[src/rtl/tw_cmd_pkg.sv]
package tw_cmd_pkg;
  localparam int CMD_W     = 32;
  localparam int B_START   = 0;
  localparam int B_STOP    = 1;
  localparam int B_HOST_S  = 2;
  localparam int B_HOST_C  = 3;
  localparam int B_CLI_S   = 4;
  localparam int B_CLI_C   = 5;
  localparam int B_QUICK   = 6;
  localparam int B_SRST    = 7;
  localparam int B_PECRQ   = 14;
  localparam int B_BCLR    = 15;
  localparam int B_BOOST   = 19;
  localparam int B_THRCLR  = 24;
  localparam int B_LOCKCLR = 26;
  // set/clear pairs: hs, smb, pec, acm, fifo
  localparam int N_PAIR = 5;
  localparam int PAIR_SET [N_PAIR] = '{8, 10, 12, 16, 28};
  localparam int PAIR_CLR [N_PAIR] = '{9, 11, 13, 17, 29};
endpackage

[src/rtl/tw_pair_flop.sv]
module tw_pair_flop (
  input  logic clk_i,
  input  logic rst_ni,
  input  logic clr_i,
  input  logic we_i,
  input  logic set_i,
  input  logic off_i,
  output logic q_o
);
  always_ff @(posedge clk_i or negedge rst_ni) begin
    if (!rst_ni)               q_o <= 1'b0;
    else if (clr_i)            q_o <= 1'b0;
    else if (we_i && off_i)    q_o <= 1'b0;
    else if (we_i && set_i)    q_o <= 1'b1;
  end
endmodule

[src/rtl/tw_role_ctl.sv]
module tw_role_ctl (
  input  logic clk_i,
  input  logic rst_ni,
  input  logic clr_i,
  input  logic we_i,
  input  logic host_s_i,
  input  logic host_c_i,
  input  logic cli_s_i,
  input  logic cli_c_i,
  input  logic txcomp_i,
  output logic host_o,
  output logic client_o
);
  logic host_req, cli_req, clash, host_go, cli_go;

  assign host_req = host_s_i & ~host_c_i;
  assign cli_req  = cli_s_i & ~cli_c_i;
  assign clash    = host_req & cli_req;
  // a switch away from an active role waits for transfer complete
  assign host_go  = we_i & host_req & ~clash & (~client_o | txcomp_i);
  assign cli_go   = we_i & cli_req & ~clash & (~host_o | txcomp_i);

  always_ff @(posedge clk_i or negedge rst_ni) begin
    if (!rst_ni) begin
      host_o   <= 1'b0;
      client_o <= 1'b0;
    end else if (clr_i) begin
      host_o   <= 1'b0;
      client_o <= 1'b0;
    end else begin
      if (we_i && host_c_i) host_o <= 1'b0;
      else if (host_go)     host_o <= 1'b1;
      else if (cli_go)      host_o <= 1'b0;
      if (we_i && cli_c_i)  client_o <= 1'b0;
      else if (cli_go)      client_o <= 1'b1;
      else if (host_go)     client_o <= 1'b0;
    end
  end
endmodule

[src/rtl/tw_action_gen.sv]
module tw_action_gen (
  input  logic clk_i,
  input  logic rst_ni,
  input  logic clr_i,
  input  logic we_i,
  input  logic start_i,
  input  logic stop_i,
  input  logic quick_i,
  input  logic bclr_i,
  input  logic pecrq_i,
  input  logic thrclr_i,
  input  logic lockclr_i,
  input  logic host_i,
  input  logic sda_i,
  input  logic scl_i,
  input  logic byte_done_i,
  input  logic nack_rx_i,
  input  logic rd_mode_i,
  output logic start_o,
  output logic stop_o,
  output logic quick_o,
  output logic bus_clear_o,
  output logic pec_req_o,
  output logic soft_rst_o,
  output logic thr_clr_o,
  output logic lock_clr_o
);
  logic stop_pend;

  always_ff @(posedge clk_i or negedge rst_ni) begin
    if (!rst_ni) begin
      stop_pend   <= 1'b0;
      start_o     <= 1'b0;
      stop_o      <= 1'b0;
      quick_o     <= 1'b0;
      bus_clear_o <= 1'b0;
      pec_req_o   <= 1'b0;
      soft_rst_o  <= 1'b0;
      thr_clr_o   <= 1'b0;
      lock_clr_o  <= 1'b0;
    end else begin
      soft_rst_o  <= clr_i;
      start_o     <= we_i & start_i;
      quick_o     <= we_i & quick_i & host_i;
      bus_clear_o <= we_i & bclr_i & host_i & sda_i & scl_i;
      pec_req_o   <= we_i & pecrq_i;
      thr_clr_o   <= we_i & thrclr_i;
      lock_clr_o  <= we_i & lockclr_i;
      if (clr_i) begin
        stop_pend <= 1'b0;
        stop_o    <= 1'b0;
      end else begin
        // a newly written stop waits for the next byte boundary
        stop_pend <= (stop_pend & ~byte_done_i) | (we_i & stop_i);
        stop_o    <= (stop_pend & byte_done_i) | (host_i & rd_mode_i & nack_rx_i);
      end
    end
  end
endmodule

[src/rtl/tw_cmd_reg.sv]
module tw_cmd_reg
  import tw_cmd_pkg::*;
(
  input  logic             clk_i,
  input  logic             rst_ni,
  input  logic             wr_en_i,
  input  logic [CMD_W-1:0] wr_data_i,
  input  logic             wp_en_i,
  input  logic             sda_i,
  input  logic             scl_i,
  input  logic             txcomp_i,
  input  logic             byte_done_i,
  input  logic             nack_rx_i,
  input  logic             rd_mode_i,
  output logic             host_en_o,
  output logic             client_en_o,
  output logic             hs_en_o,
  output logic             smb_en_o,
  output logic             pec_en_o,
  output logic             acm_en_o,
  output logic             fifo_en_o,
  output logic             sclrb_en_o,
  output logic             start_o,
  output logic             stop_o,
  output logic             quick_o,
  output logic             bus_clear_o,
  output logic             pec_req_o,
  output logic             soft_rst_o,
  output logic             thr_clr_o,
  output logic             txrdy_set_o,
  output logic             txcomp_set_o,
  output logic             lock_clr_o
);
  logic              acc, clr, we;
  logic [N_PAIR-1:0] pair_q;
  logic              unused_bits;

  assign acc = wr_en_i & ~wp_en_i;
  assign clr = acc & wr_data_i[B_SRST];
  assign we  = acc & ~wr_data_i[B_SRST];
  assign unused_bits = ^{wr_data_i[31:30], wr_data_i[27], wr_data_i[25],
                         wr_data_i[23:20], wr_data_i[18]};

  for (genvar g = 0; g < N_PAIR; g++) begin : g_pair
    tw_pair_flop u_pair (
      .clk_i (clk_i),
      .rst_ni(rst_ni),
      .clr_i (clr),
      .we_i  (we),
      .set_i (wr_data_i[PAIR_SET[g]]),
      .off_i (wr_data_i[PAIR_CLR[g]]),
      .q_o   (pair_q[g])
    );
  end

  assign hs_en_o   = pair_q[0];
  assign smb_en_o  = pair_q[1];
  assign pec_en_o  = pair_q[2];
  assign acm_en_o  = pair_q[3];
  assign fifo_en_o = pair_q[4];

  // boost has no clear bit of its own
  tw_pair_flop u_boost (
    .clk_i (clk_i),
    .rst_ni(rst_ni),
    .clr_i (clr),
    .we_i  (we),
    .set_i (wr_data_i[B_BOOST]),
    .off_i (1'b0),
    .q_o   (sclrb_en_o)
  );

  tw_role_ctl u_role (
    .clk_i   (clk_i),
    .rst_ni  (rst_ni),
    .clr_i   (clr),
    .we_i    (we),
    .host_s_i(wr_data_i[B_HOST_S]),
    .host_c_i(wr_data_i[B_HOST_C]),
    .cli_s_i (wr_data_i[B_CLI_S]),
    .cli_c_i (wr_data_i[B_CLI_C]),
    .txcomp_i(txcomp_i),
    .host_o  (host_en_o),
    .client_o(client_en_o)
  );

  tw_action_gen u_act (
    .clk_i      (clk_i),
    .rst_ni     (rst_ni),
    .clr_i      (clr),
    .we_i       (we),
    .start_i    (wr_data_i[B_START]),
    .stop_i     (wr_data_i[B_STOP]),
    .quick_i    (wr_data_i[B_QUICK]),
    .bclr_i     (wr_data_i[B_BCLR]),
    .pecrq_i    (wr_data_i[B_PECRQ]),
    .thrclr_i   (wr_data_i[B_THRCLR]),
    .lockclr_i  (wr_data_i[B_LOCKCLR]),
    .host_i     (host_en_o),
    .sda_i      (sda_i),
    .scl_i      (scl_i),
    .byte_done_i(byte_done_i),
    .nack_rx_i  (nack_rx_i),
    .rd_mode_i  (rd_mode_i),
    .start_o    (start_o),
    .stop_o     (stop_o),
    .quick_o    (quick_o),
    .bus_clear_o(bus_clear_o),
    .pec_req_o  (pec_req_o),
    .soft_rst_o (soft_rst_o),
    .thr_clr_o  (thr_clr_o),
    .lock_clr_o (lock_clr_o)
  );

  assign txrdy_set_o  = thr_clr_o;
  assign txcomp_set_o = thr_clr_o;
endmodule

[config.mk]
export PLATFORM = sky130hd
export DESIGN_NAME = tw_cmd_reg
export DESIGN_NICKNAME = d
export VERILOG_FILES = /design/src/rtl/tw_cmd_pkg.sv /design/src/rtl/tw_pair_flop.sv /design/src/rtl/tw_role_ctl.sv /design/src/rtl/tw_action_gen.sv /design/src/rtl/tw_cmd_reg.sv
export SDC_FILE = /design/constraint.sdc
export NUM_CORES = 1
export LEC_CHECK = 0
export BUFFER_PORTS_ARGS = -buffer_cell sky130_fd_sc_hd__buf_2
export CORE_MARGIN = 1
export CORE_UTILIZATION = 25
export DETAILED_ROUTE_END_ITERATION = 6
export PLACE_DENSITY = 0.57
export SKIP_CTS_REPAIR_TIMING = 1
export SLEW_MARGIN = 40
export SYNTH_ARGS = -nofsm -noshare
export SYNTH_HDL_FRONTEND = slang
export SYNTH_SLANG_ARGS = --single-unit
[constraint.sdc]
create_clock -name clk_i -period 1.9 [get_ports clk_i]
set_input_delay 0.095 -clock clk_i [delete_from_list [all_inputs] [get_ports clk_i]]
set_output_delay 0.095 -clock clk_i [all_outputs]
set_load 0.01 [all_outputs]
== Word-level counts from Yosys, hierarchy flattened ==
Cells that the tools add are included.

* Output and inout bits: 18
* Input port bits: 42
* Bits in registers: 17
* Logic and storage cells: 104

* Bitwise logic cells: 39
* Reductions and logical operators: 21
* Mux-type cells: 27

{| class="wikitable"
|+ Operators by type and width
! cell !! number
|-
| AND 1 bit || 27
|-
| two-way mux 1 bit || 27
|-
| nonzero test 3 bit || 5
|-
| logical AND 1 bit || 13
|-
| inverter 1 bit || 8
|-
| nonzero test 4 bit || 2
|-
| OR 1 bit || 4
|-
| nonzero test 2 bit || 1
|}

== Depth between registers and ports, before layout ==
Gate-level depths: netlist (run 1).

* Depth in word-level cells: 10
* Gate-level depth with buffers: 4
* Gate-level depth less buffers: 3

== Hierarchy ==
From an unflattened synthesis (run 1), not the netlist that was laid out.

* Cells, all modules: 59
* Area, all modules: 733.2 µm²

{| class="wikitable"
|+ By module, submodules not included
! module !! times used !! cells each !! area each (µm²) !! sequential area each (µm²)
|-
| tw_action_gen || 1 || 22 || 309.0 || 225.2
|-
| tw_pair_flop || 6 || 3 || 37.5 || 25.0
|-
| tw_role_ctl || 1 || 14 || 158.9 || 50.0
|-
| tw_cmd_reg || 1 || 5 || 40.0 || 0.0
|}

== Worst setup path before layout (run 1) ==
Ideal clock, no wire load.

* Path type: register -> register
* Start point: reg u_role.host_o
* End point: reg u_role.host_o
* Buffers on the path: 0
* Library setup time: 0.119 ns
* Slack: 0.998 ns
* Stages on the path, launching flop included: 4
* Data required time: 1.781 ns
* Data arrival time: 0.784 ns
* Period minus slack after synthesis: 0.902 ns
* Path through: dfrtp_1 -> nand2b_1 -> nand4b_1 -> a21bo_1

* Word-level cells in the longest chain between the ends: 4

{| class="wikitable"
|+ RTL lines
! element !! RTL line !! source
|-
| start: declaration || tw_role_ctl.sv:11 || <nowiki>output logic host_o,</nowiki>
|-
| start signal: assignment || tw_role_ctl.sv:25 || <nowiki>host_o <= 1'b0;</nowiki>
|-
| start signal: assignment || tw_role_ctl.sv:28 || <nowiki>host_o <= 1'b0;</nowiki>
|-
| start signal: assignment || tw_role_ctl.sv:31 || <nowiki>if (we_i && host_c_i) host_o <= 1'b0;</nowiki>
|-
| inverter 1 bit || tw_role_ctl.sv:21 || <nowiki>assign cli_go = we_i & cli_req & ~clash & (~host_o | txcomp_i);</nowiki>
|-
| OR 1 bit || tw_role_ctl.sv:21 ||
|-
| AND 1 bit || tw_role_ctl.sv:21 ||
|-
| nonzero test 4 bit (no source line) || -- ||
|}

Every way passes these cells.
A chain may end at the register's enable or synchronous reset.

== Final worst setup path (run 1) ==
* Start point: reg u_role.host_o
* End point: out host_en_o

{| class="wikitable"
|+ RTL lines
! element !! RTL line !! source
|-
| end: declaration || tw_cmd_reg.sv:15 || <nowiki>output logic host_en_o,</nowiki>
|}

No word-level cell between the ends.

==> metrics.md, run 1 <==
| Metric | Value |
|---|---|
| Max clock buf depth | 2 |
| Critical path's slowest cell | dfrtp_1 |
| # Max-Cap Violations | 0 |
| I/O Pins | 60 |
| Multi-input logic area | between 200 and 300 sq um |
| CP Max Fanout | 6 |
| Worst vdd ir | between 0.2 and 0.3 mV |
| GR Util All Layers | 11.9% |
| Pin count of the biggest net entering global routing | 18 |
| Synth Area per Inst | 11.3 sq um |
| Remaining global-route overflow | 0 |
| Die H | roughly 57 um |
| Max Fclk | 1000 MHz |
| # diodes | 0 |
| FF/Latch Area | 425 sq um |
| GRT busiest layer | met2 |
| Clock Tree Root | clkbuf_4 |
| Avg Vias per Cell | 4.46 |
| Leakage power | 0.586 nW |
| Clock Skew | 3.28 ps |
| Setup TNS | 0 ps |
| Die Area | between 0.003 and 0.004 sq mm |
| Global-route wire length before repair | 2860 um |
| DR pass1 iterations | 5 |
| Htree depth | 1 |
| Arrival @ worst endpoint | 900 ps |
| Worst Path Required | approximately 1800 ps |
| Kind of end point of the critical path | primary output |
| Number of global-route vias before repair | 630 |
| TritonCTS Buffers | 3 |
| Placer Congestion | approximately 0.67 |
| M1 GR Usage | 15.4% |
| Initial Util | 26.6% |
| # rows | 19 |
| Starting DRC count in detailed routing | 21 |
| CTS sink count | 17 |
| Grt met3 use | 4.15% |
| Area growth from synthesis to layout | 40.4% |
| Worst skew pair latency | 280 ps |
| Sequential fraction of the synthesis area | between 50% and 60% |
| Clk slew on worst S/H paths | around 100 ps |
| HP Class | in -> reg |
| Largest delay share family, worst path | flip-flops |
| Fillers | 314 |
| Die span in x | 56.7 um |
| Final period util | 52.6% |
| CP Buf/Inv Count | 1 |
| Antenna-violating nets left | 0 |
| Synthesized flop and latch total | 17 |
| PwrDens | 695 mW/mm^2 |
| Post-synth cell types | 19 |
| Final wirelength | between 1500 and 2000 um |
| Synth warn | 0 |
| Synth Instances | 66 |
| Met2 Usage GRT | between 15 and 20% |
| Slew @ Worst Pin | 443 ps |
| Final setup viols | 0 |
| Outcome | complete, but fails checks |
| Fin crit period | between 900 and 1000 ps |
| CP Class | reg -> out |
| Crit path cell chain | buf_2 |
| CTS tree | yes |
| Share of post-route cells with drive strength above 1 | 53.4% |
| Hold Fails Final Rpt | 0 |
| DPL Wire Length | 1280 um |
| Remaining DRCs | 8 |
| Via count | 665 |
| Port bufs | 50 |
| RSZ-0062 raised after global routing | false |
| Relative slew margins | 70.4% |
| Core footprint | 0.00281 sq mm |
| Initial antenna violation count | 0 |
| CP Launch Type | register |
| Failing checks | design-rule violations |
| Largest stage delay on the critical path | 450 ps |
| Post-synth net total | roughly 110 |
| Number of nets in the layout | 161 |
| WL per Instance | 10.9 um |
| Final core occ | 37.4% |
| Max-slew violations | 0 |
| Cell area after synthesis | between 700 and 800 sq um |
-- state kept, by name (all words and copies together), names as in the netlist --
register / cells
u_act.start_o: 1
u_act.stop_pend: 1
u_boost.q_o: 1
u_role.host_o: 1
u_role.client_o: 1
u_act.lock_clr_o: 1
u_act.thr_clr_o: 1
u_act.quick_o: 1
u_act.soft_rst_o: 1
g_pair.u_pair.q_o: 5
u_act.stop_o: 1
u_act.bus_clear_o: 1
u_act.pec_req_o: 1
-- area by class of cell --
| class | count | share of cell area, % |
|---|---|---|
| clock buffers | 4 | 2.51 |
| multi-input cells | 45 | 27.7 |
| repair buffers | 52 | 25.5 |
| flip-flops and latches | 17 | 40.6 |
| well taps | 31 | 3.70 |
-- Yosys cell counts, drive strengths merged --
library cell / count / area share [%]
a32oi: 1 / 1.2
a21bo: 2 / 2.7
nand3: 1 / 0.67
and3: 1 / 1.0
nand2: 1 / 0.50
or2: 2 / 1.7
nor2: 9 / 4.5
buf: 4 / 4.2
nor2b: 4 / 3.3
a21boi: 2 / 2.0
nand2b: 2 / 1.7
o21a: 5 / 5.0
nand4b: 2 / 2.3
dfrtp: 17 / 57
and2: 5 / 5.0
nor3b: 1 / 2.5
a21oi: 7 / 4.7
-- logic make-up (layout without fill, tap and decap cells) --
logic type             after synthesis  after routing  share of synthesized area, %
AO/OA/AOI/OAI                       17             17                          15.6
AND/OR/NAND/NOR                     28             28                          23.3
flip-flops                          17             17                          57.0
buffers and inverters                4             56                          4.19
-- through the flow --
| step | cell area, sq um | hold WS [ps] | setup WS (ps) | std cells | total power, W |
|---|---|---|---|---|---|
| 5_1_grt | 1050 | 4.36 | 840 | 149 | 0.000795 |
| 3_3_place_gp | 1010 | 35.8 | 713 | 144 | 0.000545 |
| 6_report | 1050 | 21.1 | 902 | 149 | 0.000729 |
| 4_1_cts | 1040 | -291 | 888 | 148 | 0.000747 |
| 2_1_floorplan | 747 | -201 | 998 | 66 | 0.000474 |
| 3_5_place_dp | 1010 | 42.6 | 680 | 144 | 0.000549 |
-- path summary, 6_finish.rpt --
check | slack [ps] | start | cells past startpoint | end
max in group asynchronous | 1390 | rst_ni | 2 | g_pair[0].u_pair.q_o
setup / recovery | 900 | u_role.host_o | 1 | host_en_o
hold / removal | 20 | wr_data_i[15] | 3 | u_act.bus_clear_o
min in group asynchronous | 240 | rst_ni | 2 | u_act.stop_pend
hold reg to reg | 510 | g_pair[1].u_pair.q_o | 2 | g_pair[1].u_pair.q_o
setup reg to reg | 930 | u_role.host_o | 3 | u_role.client_o
-- metal layers --
metal	vias to the layer above	wire (um)	part of all wire, %
met1	307	718	44
met4	0	21	1.3
met5	-	0	0
met2	31	759	47
met3	2	132	8.1
li1	325	-	-
-- cell usage in the layout (no fill, tap or decap) --
master         Yosys  final
a21oi_1            7      7
and2_2             5      5
a32oi_1            1      1
nand2_1            1      1
nor2_1             9      9
buf_2              1     50
nor2b_1            4      4
buf_4              2      1
or2_2              2      2
nand3_1            1      1
and3_2             1      1
clkbuf_1           0      1
o21a_1             5      5
a21bo_1            2      2
nand2b_1           2      2
nand4b_1           2      2
dlygate4sd3_1      0      1
clkbuf_4           0      3
a21boi_0           2      2
nor3b_4            1      1
dfrtp_1           17     17
-- power by group --
part / switching [W] / total, W / internal (W)
clock: 0.000108 / 0.000189 / 0.0000815
combinational: 0.0000657 / 0.000136 / 0.0000701
sequential: 0.0000151 / 0.000404 / 0.000389
No activity file was read; power rests on OpenSTA's default activity.
==> inputs of run 2 (changes only) <==
- clock period: 1.9 -> 1.01 ns (I/O delays scaled with it)
==> run 2 against run 1 <==
The flow finishes with violations (design-rule violations, negative hold slack). Register-to-register slack worse by 870 ps. Global-route usage increased by 0.080 points. Sequential share of layout area fell by 6.4 points. Hold slack lost 30 ps. Routed wire length up 14%. Non-clock buffer count rose by 20. Utilization grew 7.1 points. Sequential cell count did not move. Cell count increased by 13%. Combinational power up 140%.
==> metrics.md, run 2 (synthesized netlist as in run 1, its figures left out) <==
| Metric | Value |
|---|---|
| Final period util | 95.4% |
| Port bufs | 50 (unchanged) |
| CP Launch Type | register (unchanged) |
| Clock Skew | 16.6 ps (was 3.28 ps) |
| DPL Wire Length | 1330 um (was 1280 um) |
| Share of post-route cells with drive strength above 1 | 48.6% (was 53.4%) |
| CTS sink count | 17 (unchanged) |
| Max Fclk | about 1000 MHz |
| Core footprint | 0.00281 sq mm (unchanged) |
| Number of nets in the layout | 181 (was 161) |
| Kind of end point of the critical path | primary output (unchanged) |
| Arrival @ worst endpoint | 910 ps (was 900 ps) |
| Fillers | 281 (was 314) |
| Placer Congestion | 0.668 (was 0.667) |
| # Max-Cap Violations | 0 (unchanged) |
| Hold Fails Final Rpt | 1 (was 0) |
| Worst vdd ir | 0.642 mV (was 0.280 mV) |
| Worst skew pair latency | 300 ps (was 280 ps) |
| Max-slew violations | 0 (unchanged) |
| Initial Util | 26.6% (unchanged) |
| TritonCTS Buffers | 3 (unchanged) |
| I/O Pins | 60 (unchanged) |
| Max FFs per register | 5 (unchanged) |
| Psw | 0.000389 W (was 0.000188 W) |
| Failing checks | design-rule violations, negative hold slack (was design-rule violations) |
| CP Class | reg -> out (unchanged) |
| Leakage power | 0.669 nW (was 0.586 nW) |
| Power Total | 0.00145 W (was 0.000729 W) |
| Final setup viols | 0 (unchanged) |
| Die H | 56.7 um (unchanged) |
| Clock Tree Root | clkbuf_4 (unchanged) |
| Largest stage delay on the critical path | 460 ps (was 450 ps) |
| Final wirelength | 1860 um (was 1630 um) |
| HP Class | in -> reg (unchanged) |
| Remaining global-route overflow | 0 (unchanged) |
| Relative slew margins | 75.4% (was 70.4%) |
| Fin crit period | 964 ps |
| Crit path cell chain | buf_2 (unchanged) |
| Remaining DRCs | 8 (unchanged) |
| PwrDens | 1170 mW/mm^2 (was 695 mW/mm^2) |
| GR Util All Layers | 12.0% (was 11.9%) |
| Area growth from synthesis to layout | 67.2% (was 40.4%) |
| Hold wc startpoint | scl_i (was wr_data_i[15]) |
| Most frequent cells in the layout | 50 x buf_2, 19 x dlygate4sd3_1, 16 x dfrtp_1, 9 x nor2_1, 7 x a21oi_1 (was 50 x buf_2, 17 x dfrtp_1, 9 x nor2_1, 7 x a21oi_1) |
| CP Max Fanout | 6 (unchanged) |
| Max clock buf depth | 2 (unchanged) |
| Antenna-violating nets left | 0 (unchanged) |
| Worst slack, placed | 54.0 ps (was 680 ps) |
| Reg with most FFs | g_pair.u_pair.q_o (unchanged) |
| Die Area | 0.00321 sq mm (unchanged) |
| Critical path's slowest cell | dfrtp_2 (was dfrtp_1) |
| Final WS setup | 46.4 ps (was 902 ps) |
| Clk slew on worst S/H paths | 110 ps (was 100 ps) |
| WHS | -9.00 ps (was 21.1 ps) |
| # rows | 19 (unchanged) |
| Initial antenna violation count | 0 (unchanged) |
| Largest delay share family, worst path | flip-flops (unchanged) |
| CTS tree | yes (unchanged) |
| DR pass1 iterations | 6 (was 5) |
| Sw frac | 26.7% (was 25.8%) |
| Avg Vias per Cell | 4.32 (was 4.46) |
| Worst Path Required | 960 ps (was 1800 ps) |
| RR Startpoint | u_role.host_o (unchanged) |
| WL per Instance | 11.0 um (was 10.9 um) |
| Die span in x | 56.7 um (unchanged) |
| Logic gate share of total power | 22.0% (was 18.6%) |
| Global-route wire length before repair | 2840 um (was 2860 um) |
| RSZ-0062 raised after global routing | true (was false) |
| Slew @ Worst Pin | 369 ps (was 443 ps) |
| Number of global-route vias before repair | 678 (was 630) |
| Register share of total power | 52.3% (was 55.4%) |
| Outcome | complete, but fails checks (unchanged) |
| Pint | 0.00107 W (was 0.000541 W) |
| Fin area | 0.00125 sq mm (was 0.00105 sq mm) |
| Commonest non-fill, non-tap cell in the layout | buf_2 (unchanged) |
| # diodes | 0 (unchanged) |
| Post-DP Area | 0.00102 sq mm (was 0.00101 sq mm) |
| Via count | 730 (was 665) |
| Htree depth | 1 (unchanged) |
| CP Buf/Inv Count | 1 (unchanged) |
| Starting DRC count in detailed routing | 16 (was 21) |
| Pin count of the biggest net entering global routing | 18 (unchanged) |
| Clock share of power | 25.7% (was 25.9%) |
| Worst Setup SP | u_role.host_o (unchanged) |
==> run 2: changes by cell type in the layout (fill, tap and decap cells not counted), sizes merged <==
cell         previous run  this run
clkbuf                  4         3
buf                    51        53
dlygate4sd3             1        19
clkinvlp                0         1
==> run 2: path summary, 6_finish.rpt <==
check / to / slack (ps) / cells after the start
min in group asynchronous: u_boost.q_o / 180 / 2
setup / recovery: host_en_o / 50 / 1
max in group asynchronous: u_act.start_o / 540 / 2
hold reg to reg: u_boost.q_o / 510 / 2
hold / removal: u_act.bus_clear_o / -9 / 3
setup reg to reg: u_role.host_o / 60 / 3
==> run 2: stage by stage <==
stage	setup TNS, ps	util [%]	std cells	hold WS (ps)
global placement	0	36.4	145	-8.58
detailed placement	0	36.4	145	-6.03
floorplan	0	-	66	-245
global route	-11.1	44.5	169	2.30
CTS	0	37.4	149	-350
finish	0	44.5	169	-9.00
==> run 2: worst reg2reg max path, delay by kind of cell, from the launching register on <==
family | cells | cell delay (ps)
flops | 1 | 460
compound gates | 1 | 190
simple gates | 2 | 210
==> run 2: cell type report <==
| class | count | area, sq um | area share (%) |
|---|---|---|---|
| sequential | 17 | 427 | 34.2 |
| tap | 31 | 38.8 | 3.11 |
| timing repair buffer | 72 | 463 | 37.1 |
| clock inverter | 1 | 7.51 | 0.601 |
| multi-input combinational | 45 | 290 | 23.2 |
| clock buffer | 3 | 22.5 | 1.80 |
==> run 2: per-layer routing <==
metal,track usage [%],wire length (um),part of all wire [%],vias up
li1,-,-,-,363
met1,14.0,776,42,330
met2,18.7,904,49,33
met3,4.38,128,6.9,4
met4,7.50,45,2.4,0
met5,0,0,0,-
==> run 2: power groups by stage <==
stage	Combinational, W	Sequential [W]	Clock, W
6_report	0.000320	0.000761	0.000374
5_1_grt	0.000357	0.000768	0.000434
4_1_cts	0.000263	0.000761	0.000394
2_1_floorplan	0.0000954	0.000797	0
3_5_place_dp	0.000263	0.000773	0
3_3_place_gp	0.000257	0.000771	0
